**config.mk**
```make
export PLATFORM = sky130hd
export DESIGN_NAME = evt_irq_ctrl
export DESIGN_NICKNAME = d
export VERILOG_FILES = /design/src/rtl/evt_irq_pkg.sv /design/src/rtl/evt_irq_capture.sv /design/src/rtl/evt_irq_regs.sv /design/src/rtl/evt_irq_pin.sv /design/src/rtl/evt_irq_ctrl.sv
export SDC_FILE = /design/constraint.sdc
export NUM_CORES = 1
export LEC_CHECK = 0
export CORE_AREA = 8 8 69 71
export CTS_CLUSTER_SIZE = 20
export DETAILED_ROUTE_END_ITERATION = 8
export DIE_AREA = 0 0 77 79
export DONT_BUFFER_PORTS = 1
export SYNTH_ARGS = -nofsm -noshare
export SYNTH_HDL_FRONTEND = slang
export SYNTH_SLANG_ARGS = --single-unit
```
**constraint.sdc**
```tcl
create_clock -name clk -period 1.45 [get_ports clk]
set_input_delay 0.2175 -clock clk [delete_from_list [all_inputs] [get_ports clk]]
set_output_delay 0.2175 -clock clk [all_outputs]
set_load 0.02 [all_outputs]
```
**src/rtl/evt_irq_pkg.sv**
```systemverilog
package evt_irq_pkg;
   localparam int DATA_W = 8;
   localparam int ADDR_W = 2;

   typedef enum logic [ADDR_W-1:0] {
      RA_ENABLE = 2'd0,
      RA_CTRL   = 2'd1,
      RA_PSTAT  = 2'd2,
      RA_XSTAT  = 2'd3
   } reg_addr_e;

   // control byte layout
   localparam int CTL_MUTE     = 0;
   localparam int CTL_FIFO_EN  = 6;
   localparam int CTL_LOCAL_EN = 7;
   localparam logic [DATA_W-1:0] CTL_MASK  = 8'hC1;
   localparam logic [DATA_W-1:0] CTL_RESET = 8'h41;

   // extra sources occupy the top two bits of their status byte
   localparam int XTRA_N  = 2;
   localparam int XTRA_LO = 6;
endpackage

```
**src/rtl/evt_irq_capture.sv**
```systemverilog
module evt_irq_capture #(
   parameter int W = 8
) (
   input  logic         clk,
   input  logic         rst_n,
   input  logic [W-1:0] evt,
   input  logic [W-1:0] en,
   input  logic         clr,
   output logic [W-1:0] stat_d,
   output logic [W-1:0] stat_q
);
   if (W < 1) begin : g_bad_w
      $error("evt_irq_capture: W must be at least 1");
   end

   for (genvar i = 0; i < W; i++) begin : g_bit
      // new events win over the read-clear
      assign stat_d[i] = (stat_q[i] & ~clr) | (evt[i] & en[i]);

      always_ff @(posedge clk or negedge rst_n) begin
         if (!rst_n) stat_q[i] <= 1'b0;
         else        stat_q[i] <= stat_d[i];
      end
   end
endmodule

```
**src/rtl/evt_irq_regs.sv**
```systemverilog
module evt_irq_regs
   import evt_irq_pkg::*;
#(
   parameter int NUM_PRI = 8
) (
   input  logic               clk,
   input  logic               rst_n,
   input  logic               wr,
   input  logic [ADDR_W-1:0]  addr,
   input  logic [DATA_W-1:0]  wdata,
   output logic [NUM_PRI-1:0] en_q,
   output logic [DATA_W-1:0]  ctrl_q,
   output logic               mute_d
);
   logic wr_en_reg, wr_ctrl_reg;

   assign wr_en_reg   = wr && (addr == RA_ENABLE);
   assign wr_ctrl_reg = wr && (addr == RA_CTRL);
   assign mute_d      = wr_ctrl_reg ? wdata[CTL_MUTE] : ctrl_q[CTL_MUTE];

   always_ff @(posedge clk or negedge rst_n) begin
      if (!rst_n) begin
         en_q   <= '0;
         ctrl_q <= CTL_RESET;
      end else begin
         if (wr_en_reg)   en_q   <= wdata[NUM_PRI-1:0];
         if (wr_ctrl_reg) ctrl_q <= wdata & CTL_MASK;
      end
   end
endmodule

```
**src/rtl/evt_irq_pin.sv**
```systemverilog
module evt_irq_pin #(
   parameter bit IRQ_REG = 1'b1
) (
   input  logic clk,
   input  logic rst_n,
   input  logic mute_d,
   input  logic any_d,
   input  logic mute_q,
   input  logic any_q,
   output logic irq_n
);
   if (IRQ_REG) begin : g_reg
      logic unused_q;
      assign unused_q = mute_q ^ any_q;
      always_ff @(posedge clk or negedge rst_n) begin
         if (!rst_n) irq_n <= 1'b1;
         else        irq_n <= ~(~mute_d & any_d);
      end
   end else begin : g_comb
      logic unused_d;
      assign unused_d = mute_d ^ any_d ^ clk ^ rst_n;
      assign irq_n = ~(~mute_q & any_q);
   end
endmodule

```
**src/rtl/evt_irq_ctrl.sv**
```systemverilog
module evt_irq_ctrl
   import evt_irq_pkg::*;
#(
   parameter int NUM_PRI = 8,
   parameter bit IRQ_REG = 1'b1
) (
   input  logic               clk,
   input  logic               rst_n,
   input  logic [NUM_PRI-1:0] pri_evt,
   input  logic               fifo_err_evt,
   input  logic               local_evt,
   input  logic [1:0]         reg_addr,
   input  logic               reg_wr,
   input  logic               reg_rd,
   input  logic [7:0]         reg_wdata,
   output logic [7:0]         reg_rdata,
   output logic               irq_n
);
   if (NUM_PRI < 1 || NUM_PRI > DATA_W) begin : g_bad_pri
      $error("evt_irq_ctrl: NUM_PRI must be 1..DATA_W");
   end

   logic [NUM_PRI-1:0] pri_en_q, pri_stat_d, pri_stat_q;
   logic [DATA_W-1:0]  ctrl_q;
   logic [XTRA_N-1:0]  xtra_evt, xtra_en, xtra_stat_d, xtra_stat_q;
   logic               mute_d, pclr, xclr;
   logic [DATA_W-1:0]  pri_byte, xtra_byte;

   evt_irq_regs #(.NUM_PRI(NUM_PRI)) regs_i (
      .clk(clk), .rst_n(rst_n), .wr(reg_wr), .addr(reg_addr),
      .wdata(reg_wdata), .en_q(pri_en_q), .ctrl_q(ctrl_q), .mute_d(mute_d)
   );

   assign pclr = reg_rd && (reg_addr == RA_PSTAT);
   assign xclr = reg_rd && (reg_addr == RA_XSTAT);

   evt_irq_capture #(.W(NUM_PRI)) pcap_i (
      .clk(clk), .rst_n(rst_n), .evt(pri_evt), .en(pri_en_q), .clr(pclr),
      .stat_d(pri_stat_d), .stat_q(pri_stat_q)
   );

   assign xtra_evt = {local_evt, fifo_err_evt};
   assign xtra_en  = {ctrl_q[CTL_LOCAL_EN], ctrl_q[CTL_FIFO_EN]};

   evt_irq_capture #(.W(XTRA_N)) xcap_i (
      .clk(clk), .rst_n(rst_n), .evt(xtra_evt), .en(xtra_en), .clr(xclr),
      .stat_d(xtra_stat_d), .stat_q(xtra_stat_q)
   );

   evt_irq_pin #(.IRQ_REG(IRQ_REG)) pin_i (
      .clk(clk), .rst_n(rst_n),
      .mute_d(mute_d), .any_d((|pri_stat_d) | (|xtra_stat_d)),
      .mute_q(ctrl_q[CTL_MUTE]), .any_q((|pri_stat_q) | (|xtra_stat_q)),
      .irq_n(irq_n)
   );

   always_comb begin
      pri_byte = '0;
      pri_byte[NUM_PRI-1:0] = pri_en_q;
      xtra_byte = '0;
      xtra_byte[XTRA_LO +: XTRA_N] = xtra_stat_q;
      reg_rdata = '0;
      if (reg_rd) begin
         unique case (reg_addr)
            RA_ENABLE: reg_rdata = pri_byte;
            RA_CTRL:   reg_rdata = ctrl_q;
            RA_PSTAT: begin
               reg_rdata = '0;
               reg_rdata[NUM_PRI-1:0] = pri_stat_q;
            end
            default:   reg_rdata = xtra_byte;
         endcase
      end
   end
endmodule

```
==> results of run 1 <==
## power by group
| part | switching (uW) | leakage [uW] | internal (uW) |
|---|---|---|---|
| sequential | 90.2 | 0.000244 | 748 |
| clock | 190 | 0.0000288 | 242 |
| combinational | 148 | 0.000248 | 206 |
| total | 428 | 0.000521 | 1200 |
## stage by stage
| stage | hold WS [ns] | power, uW | instance area [um2] |
|---|---|---|---|
| 3_3_place_gp | -0.07747 | 1118 | 1126 |
| 2_1_floorplan | -0.07809 | 1081 | 1079 |
| 6_report | 0.1017 | 1623 | 1235 |
| 4_1_cts | 0.09674 | 1629 | 1226 |
| 5_1_grt | 0.09246 | 1712 | 1235 |
| 3_5_place_dp | -0.07735 | 1133 | 1126 |
## area by class of cell
cell class,instances,share of cell area (%)
Sequential cell,22,44.88
Clock buffer,4,4.458
Multi-Input combinational cell,52,40.53
Tap cell,50,5.066
Timing Repair Buffer,8,5.066
## repair_timing
| action | in CTS | in global routing |
|---|---|---|
| buffers inserted | 5 | 1 |
| pin swaps | 2 | 0 |
| hold endpoints to repair | 22 | 0 |
| hold buffers | 1 | 0 |
| gates resized for setup | 6 | 1 |
| endpoints found under the setup margin | 2 | 3 |
| cloned | 0 | 0 |
## logic make-up (layout without fill, tap and decap cells)
group	after synthesis	count (layout)	synth area share, %
AND/OR/NAND/NOR	18	18	12.53
buffers and inverters	2	12	2.088
AO/OA/AOI/OAI	15	15	12.06
multiplexers	19	19	21.93
flip-flops	22	22	51.39
## metal layers
| metal | global-route usage (%) | part of all wire [%] |
|---|---|---|
| met5 | 0 | 0 |
| met4 | 3.396 | 0.98 |
| met3 | 2.822 | 7.9 |
| met2 | 12.74 | 47 |
| met1 | 10.18 | 44 |
## worst max-delay path, stage by stage (launching register included)
cell	delay, ns
dfrtp_1	0.38
mux4_2	0.46
and2_4	0.17
## flip-flops by register name, indices dropped and copies added, names as in the netlist
register,cells
pin_i.irq_n,1
pcap_i.stat_q,8
regs_i.en_q,8
xcap_i.stat_q,2
regs_i.ctrl_q,3
## cells in the mapped netlist (2+ instances only)
cell / number / area [um2]
nor2_1: 6 / 22.52
dfrtp_1: 19 / 475.5
mux2i_1: 6 / 60.06
mux4_1: 2 / 52.55
buf_6: 2 / 22.52
a22o_1: 9 / 78.83
nand3b_1: 2 / 15.01
and2_1: 3 / 18.77
mux2_2: 11 / 123.9
a22oi_1: 2 / 15.01
dfstp_2: 3 / 78.83
## worst max-delay path by stage
stage / start / endpoint / depth (start not counted)
floorplan: pcap_i.stat_q[3] / pin_i.irq_n / 3
global placement: pcap_i.stat_q[3] / pin_i.irq_n / 3
detailed placement: pcap_i.stat_q[3] / pin_i.irq_n / 3
CTS: xcap_i.stat_q[0] / reg_rdata[6] / 2
global route: xcap_i.stat_q[1] / reg_rdata[7] / 2
finish: xcap_i.stat_q[0] / reg_rdata[6] / 2
==> run summary, run 1 <==
Vias post-DR -> 673
Post-Route WL -> 2546 um
Commonest register cell after synthesis -> dfrtp_1
DR iter-0 viols -> 54
Netlist cell types -> 22
Syn Nets -> 100
VDD IR-drop max -> 355.2 uV
Antenna violations before repair -> 0
DRC viols -> 0
End of the worst hold path -> pcap_i.stat_q[0]
Placed insts -> 125
Avg Cell Area, Syn -> 14.19 um2
Maxcap violations -> 0
Die X -> 77 um
Max-slew violations -> 0
Tcrit/Tclk final -> 103.0%
Die area -> 6083 um2
Min Tclk post-route -> 1.493 ns
CTS Sinks -> 22
Antenna cells -> 0
Setup tns final -> -0.08492 ns
H-tree depth -> 1
Reg-to-Reg End -> pin_i.irq_n
Post-synth EDFFs -> 0
CTS Root Cell -> clkbuf_8
Final setup viols -> 2
CTS tree -> done
Reg2Reg Depth -> 3
Fin cells -> 136
YS warnings -> 0
F_max -> 669.7 MHz
Reg2reg setup slack -> 0.08 ns
Initial cell density of the core -> 28.39%
Area occupied by registers -> 554.3 um2
Global Route Usage Sum -> 8.194%
Die Y -> 79 um
CP required -> 1.23 ns
Unrepaired setup endpoints after global routing -> yes
Clock Skews -> 0.006020 ns
LEAKAGE -> 0.0005212 uW
CTS Buf Count -> 3
Arrival time at the worst endpoint -> 1.28 ns
Synthesized cell area -> 1079 um2
Wire per inst -> 18.72 um
Critical path fanouts, max -> 2
Largest net degree at the start of global routing -> 23
Flops & latches, synth -> 22
Asr flop ratio synth -> 100.0%
Hold path depth -> 1
Failing checks -> setup timing
First-pass GRT wire length -> 3919 um
Startpoint types -> flip-flop
Site row count -> 23
Worst-path clk slew -> 0.08 ns
Port Buffers -> 0
Area of the multi-input gates -> 500.5 um2
CP endpoint kind -> output pin
Seq/Total Area, Yosys -> 51.39%
CP Class -> reg -> out
Post-Syn Instances -> 76
Vias per inst -> 4.949
Clock Latency Late Sink -> 0.26 ns
Final Util -> 32.51%
I/O pins -> 33
Worst hold start -> pri_evt[0]
Vias in the first global route -> 714
Final nets -> 111
Total gr overflow -> 0
Deepest clock path buffer count -> 2
Final hold vios -> 0
Drt first pass iters -> 4
HP Class -> in -> reg
Post-route setup slack -> -0.04322 ns
Slew @ Worst Pin -> 0.9853 ns
Outcome -> complete, but fails checks
Placer Congestion -> 0.7692
# fillers -> 387
Synth-to-layout area growth -> 14.50%
Pre-CTS setup slack -> 0.08564 ns
Most frequent cells in the layout -> 19 x dfrtp_1, 11 x mux2_2, 9 x a22o_1
HPWL Detailed -> 1889 um
Core area -> 3799 um2
Pwr/cell area -> 1314 nW/um2
Reg2reg start -> pcap_i.stat_q[3]
Share of layout cells above drive strength 1 -> 40.70%
Relative slew slack -> 34.10%
Post-route antenna net violation count -> 0
Most common cell after layout, fill and taps aside -> dfrtp_1
(Power assumes the default switching activity.)
==> run 2, diff against run 1 <==
--- a/config.mk
+++ b/config.mk
@@ -10,6 +10,8 @@
 export DETAILED_ROUTE_END_ITERATION = 8
 export DIE_AREA = 0 0 77 79
 export DONT_BUFFER_PORTS = 1
+export GPL_ROUTABILITY_DRIVEN = 0
+export GPL_TIMING_DRIVEN = 0
 export SYNTH_ARGS = -nofsm -noshare
 export SYNTH_HDL_FRONTEND = slang
 export SYNTH_SLANG_ARGS = --single-unit
==> run summary, run 2 (synthesis results as in run 1) <==
CTS Sinks -> 22 (unchanged)
Startpoint types -> flip-flop (unchanged)
Top Layer Used -> met4 (unchanged)
Global Route Usage Sum -> 7.860% (was 8.194%)
Most frequent cells in the layout -> 19 x dfrtp_1, 11 x mux2_2, 9 x a22o_1 (unchanged)
Worst-path clk slew -> 0.07 ns (was 0.08 ns)
Drt first pass iters -> 4 (unchanged)
Met2 routed WL -> 1206 um (was 1205 um)
Reg2Reg Depth -> 3 (unchanged)
LEAKAGE -> 0.0004987 uW (was 0.0005212 uW)
M1 WL -> 975 um (was 1114 um)
CP required -> 1.23 ns (about the same)
VDD IR-drop max -> 434.5 uV (was 355.2 uV)
Maxcap violations -> 0 (unchanged)
CTS Buf Count -> 3 (unchanged)
Clock Latency Late Sink -> 0.25 ns (was 0.26 ns)
Outcome -> complete, but fails checks (unchanged)
Final setup viols -> 2 (unchanged)
Total power -> 1533 uW (was 1623 uW)
Fin cells -> 132 (was 136)
Die X -> 77 um (unchanged)
Initial cell density of the core -> 28.39% (unchanged)
Site row count -> 23 (unchanged)
HPWL Detailed -> 1904 um (was 1889 um)
Post-route setup slack -> -0.07244 ns (was -0.04322 ns)
DR iter-0 viols -> 43 (was 54)
HP Class -> in -> reg (unchanged)
Largest regs -> pcap_i.stat_q: 8 flops, regs_i.en_q: 8 flops, regs_i.ctrl_q: 3 flops (unchanged)
First-pass GRT wire length -> 3829 um (was 3919 um)
Area after DPL -> 1141 um2 (was 1126 um2)
Placed insts -> 126 (was 125)
F_max -> 656.8 MHz (was 669.7 MHz)
Die Y -> 79 um (unchanged)
Failing checks -> setup timing (unchanged)
Antenna cells -> 0 (unchanged)
Vias per inst -> 4.932 (was 4.949)
Critical path fanouts, max -> 3 (was 2)
Vias post-DR -> 651 (was 673)
Share of layout cells above drive strength 1 -> 36.59% (was 40.70%)
CTS tree -> done (unchanged)
Slew @ Worst Pin -> 0.9754 ns (was 0.9853 ns)
Pwr/cell area -> 1275 nW/um2 (was 1314 nW/um2)
Antenna violations before repair -> 0 (unchanged)
Vias in the first global route -> 733 (was 714)
DRC viols -> 0 (unchanged)
Min Tclk post-route -> 1.522 ns (was 1.493 ns)
Final hold vios -> 0 (unchanged)
Most common cell after layout, fill and taps aside -> dfrtp_1 (unchanged)
Die area -> 6083 um2 (unchanged)
Port Buffers -> 0 (unchanged)
CP endpoint kind -> output pin (unchanged)
CP Class -> reg -> out (unchanged)
Post-route antenna net violation count -> 0 (unchanged)
I/O pins -> 33 (unchanged)
Synth-to-layout area growth -> 11.48% (was 14.50%)
Tcrit/Tclk final -> 105.0% (was 103.0%)
Clock Skews -> 0.003299 ns (was 0.006020 ns)
H-tree depth -> 1 (unchanged)
Total gr overflow -> 0 (unchanged)
Met3 routed WL -> 226 um (was 200 um)
Post-Route WL -> 2438 um (was 2546 um)
CTS Root Cell -> clkbuf_8 (unchanged)
Deepest clock path buffer count -> 2 (unchanged)
Post-route cell area -> 1202 um2 (was 1235 um2)
Relative slew slack -> 34.76% (was 34.10%)
Max-slew violations -> 0 (unchanged)
Core area -> 3799 um2 (unchanged)
Wire per inst -> 18.47 um (was 18.72 um)
Final nets -> 107 (was 111)
Unrepaired setup endpoints after global routing -> yes (unchanged)
Pre-CTS setup slack -> 0.06185 ns (was 0.08564 ns)
Hold path depth -> 1 (unchanged)
Largest net degree at the start of global routing -> 23 (unchanged)
Arrival time at the worst endpoint -> 1.30 ns (was 1.28 ns)
-- run 2: changes by cell type in the layout (fill, tap and decap cells not counted) --
cell	before	now
clkbuf_1	0	1
clkbuf_8	4	3
buf_6	0	2
buf_4	7	1
-- run 2: stage by stage --
step                      hold WS [ns]  utilization (%)  setup TNS (ns)
after floorplan               -0.07809                -               0
after global placement        -0.07749            30.04               0
after detailed placement      -0.07753            30.04               0
after CTS                       0.1001            31.62         -0.1192
after global routing           0.09796            31.65         -0.1765
final                           0.1070            31.65         -0.1051
-- run 2: final timing paths --
path / from / endpoint / slack (ns)
max reg2reg: pcap_i.stat_q[3] / pin_i.irq_n / 0.06
max: regs_i.en_q[7] / reg_rdata[7] / -0.07
min reg2reg: pcap_i.stat_q[0] / pcap_i.stat_q[0] / 0.52
min: pri_evt[0] / pcap_i.stat_q[0] / 0.11
min in group asynchronous: rst_n / regs_i.en_q[1] / 0.57
max in group asynchronous: rst_n / regs_i.en_q[4] / 0.29
-- run 2: metal layers --
metal	vias to the layer above	track usage, %
met5	-	0
met4	0	3.396
met3	2	3.273
met2	18	13.25
met1	327	8.554
li1	304	-
-- run 2: what timing repair did --
action                                 4_1_cts  5_1_grt
hold buffers                                 1        0
pin swaps                                    2        0
gates cloned                                 0        0
gates resized for setup                      6        1
buffers inserted                             1        0
setup endpoints to repair                    2        3
endpoints found under the hold margin       22        0
-- run 2: cell type report --
cell class / instances / area [um2]
Fill cell: 394 / 2596
Timing Repair Buffer: 2 / 17.52
Clock buffer: 4 / 45.04
Sequential cell: 22 / 554.3
Multi-Input combinational cell: 52 / 500.5
Buffer: 2 / 22.52
Tap cell: 50 / 62.56
-- run 2: power by group --
group,switching (uW),internal [uW],leakage (uW)
clock network,171,195,0.0000228
registers,92.7,748,0.000244
logic,149,177,0.000232
-- run 2: critical path: stages, from the launching register on --
cell and delay [ns]:
dfrtp_1 0.40, mux4_2 0.47, and2_4 0.18
==> run 3, diff against run 2 <==
==> constraint.sdc (replaced) <==
create_clock -name clk -period 1.8 [get_ports clk]
set_input_delay 0.27 -clock clk [delete_from_list [all_inputs] [get_ports clk]]
set_output_delay 0.27 -clock clk [all_outputs]
set_load 0.02 [all_outputs]
==> run summary, run 3 (synthesis results as in run 1) <==
Maxcap violations -> 0 (unchanged)
Largest regs -> pcap_i.stat_q: 8 flops, regs_i.en_q: 8 flops, regs_i.ctrl_q: 3 flops (unchanged)
Clock Latency Late Sink -> 0.25 ns (about the same)
Worst-path clk slew -> 0.07 ns (about the same)
# fillers -> 394 (unchanged)
Die area -> 6083 um2 (unchanged)
Arrival time at the worst endpoint -> 1.41 ns (was 1.30 ns)
End of the worst hold path -> pcap_i.stat_q[0] (unchanged)
Initial cell density of the core -> 28.39% (unchanged)
Reg2reg setup slack -> 0.40 ns (was 0.06 ns)
Final setup viols -> 0 (was 2)
CTS tree -> done (unchanged)
H-tree depth -> 1 (unchanged)
Slew @ Worst Pin -> 0.9704 ns (was 0.9754 ns)
Setup tns final -> 0 ns (was -0.1051 ns)
F_max -> 597.0 MHz
Area after DPL -> 1141 um2 (unchanged)
Startpoint types -> flip-flop (unchanged)
Pwr/cell area -> 1017 nW/um2 (was 1275 nW/um2)
Hold path depth -> 1 (unchanged)
Unrepaired setup endpoints after global routing -> no (was yes)
CTS Buf Count -> 3 (unchanged)
CTS Root Cell -> clkbuf_8 (unchanged)
Final nets -> 106 (was 107)
HP Class -> in -> reg (unchanged)
Vias in the first global route -> 734 (was 733)
Total gr overflow -> 0 (unchanged)
Final Util -> 31.49% (was 31.65%)
Antenna cells -> 0 (unchanged)
Placed insts -> 126 (unchanged)
CTS Sinks -> 22 (unchanged)
I/O pins -> 33 (unchanged)
Outcome -> finished clean (was complete, but fails checks)
Most common cell after layout, fill and taps aside -> dfrtp_1 (unchanged)
Die Y -> 79 um (unchanged)
Most frequent cells in the layout -> 19 x dfrtp_1, 11 x mux2_2, 9 x a22o_1 (unchanged)
Die X -> 77 um (unchanged)
First-pass GRT wire length -> 3801 um (was 3829 um)
Final hold vios -> 0 (unchanged)
VDD IR-drop max -> 350.2 uV (was 434.5 uV)
Post-route antenna net violation count -> 0 (unchanged)
HPWL Detailed -> 1904 um (unchanged)
PostCTS Resize Cnt -> 0 (was 6)
Smallest hold slack -> 0.1594 ns (was 0.1070 ns)
Deepest clock path buffer count -> 2 (unchanged)
Global Route Usage Sum -> 7.790% (was 7.860%)
Port Buffers -> 0 (unchanged)
Wire per inst -> 18.40 um (was 18.47 um)
Clock Skews -> 0.003650 ns (was 0.003299 ns)
Min Tclk post-route -> 1.675 ns
Critical path fanouts, max -> 3 (unchanged)
Vias per inst -> 5.000 (was 4.932)
Fin cells -> 131 (was 132)
Tcrit/Tclk final -> 93.06%
CP endpoint kind -> output pin (unchanged)
DRC viols -> 0 (unchanged)
Core area -> 3799 um2 (unchanged)
Site row count -> 23 (unchanged)
CP required -> 1.53 ns (was 1.23 ns)
LEAKAGE -> 0.0004963 uW (was 0.0004987 uW)
Largest net degree at the start of global routing -> 23 (unchanged)
DR iter-0 viols -> 47 (was 43)
Share of layout cells above drive strength 1 -> 29.63% (was 36.59%)
Worst hold start -> pri_evt[0] (unchanged)
Synth-to-layout area growth -> 10.91% (was 11.48%)
Max-slew violations -> 0 (unchanged)
Post-route cell area -> 1196 um2 (was 1202 um2)
Relative slew slack -> 35.10% (was 34.76%)
Reg-to-Reg End -> pin_i.irq_n (unchanged)
Vias post-DR -> 655 (was 651)
Drt first pass iters -> 4 (unchanged)
Post-Route WL -> 2411 um (was 2438 um)
Antenna violations before repair -> 0 (unchanged)
Reg2Reg Depth -> 3 (unchanged)
CP Class -> reg -> out (unchanged)
Reg2reg start -> pcap_i.stat_q[3] (unchanged)
run 3: cell count changes in the layout (fill, tap and decap cells not counted), sizes merged:
cell / previous run / this run
buf: 3 / 2
run 3: worst max-delay path, stage by stage (launching register included):
cell	delay, ns
dfrtp_1	0.39
mux4_1	0.52
and2_1	0.25
run 3: worst max path at each step:
stage | start | to | slack (ns) | cells after the start
detailed placement | reg_addr[0] | reg_rdata[7] | 0.31 | 3
finish | regs_i.ctrl_q[7] | reg_rdata[7] | 0.12 | 2
global route | regs_i.ctrl_q[7] | reg_rdata[7] | 0.07 | 2
CTS | regs_i.ctrl_q[7] | reg_rdata[7] | 0.11 | 2
floorplan | reg_addr[0] | reg_rdata[7] | 0.39 | 3
global placement | reg_addr[0] | reg_rdata[7] | 0.32 | 3
run 3: final cells by class:
| cell class | instances | area, um2 | share of cell area, % |
|---|---|---|---|
| Sequential cell | 22 | 554.3 | 46.34 |
| Multi-Input combinational cell | 52 | 501.7 | 41.95 |
| Tap cell | 50 | 62.56 | 5.230 |
| Clock buffer | 4 | 45.04 | 3.766 |
| Buffer | 2 | 22.52 | 1.883 |
| Timing Repair Buffer | 1 | 10.01 | 0.8368 |
run 3: metrics by stage:
step                setup WS (ns)  power, uW
floorplan                  0.3895      870.4
global placement           0.3195      912.3
global route              0.06983       1287
CTS                        0.1138       1239
finish                     0.1249       1217
detailed placement         0.3138      925.8
run 3: what timing repair did:
item	4_1_cts	5_1_grt
hold buffers	1	0
buffers inserted	0	0
hold endpoints to repair	22	0
run 3: layer usage:
layer  routed length (um)  track usage, %  part of all wire, %
met5                    0               0                    0
met4                   30           3.396                  1.2
met3                  254           3.499                   11
met2                 1205           13.25                   50
met1                  920           8.220                   38
run 3: power breakdown:
| group | internal, uW | switching (uW) | total (uW) |
|---|---|---|---|
| logic | 130 | 116 | 246 |
| registers | 603 | 73.6 | 676 |
| clock network | 157 | 137 | 294 |
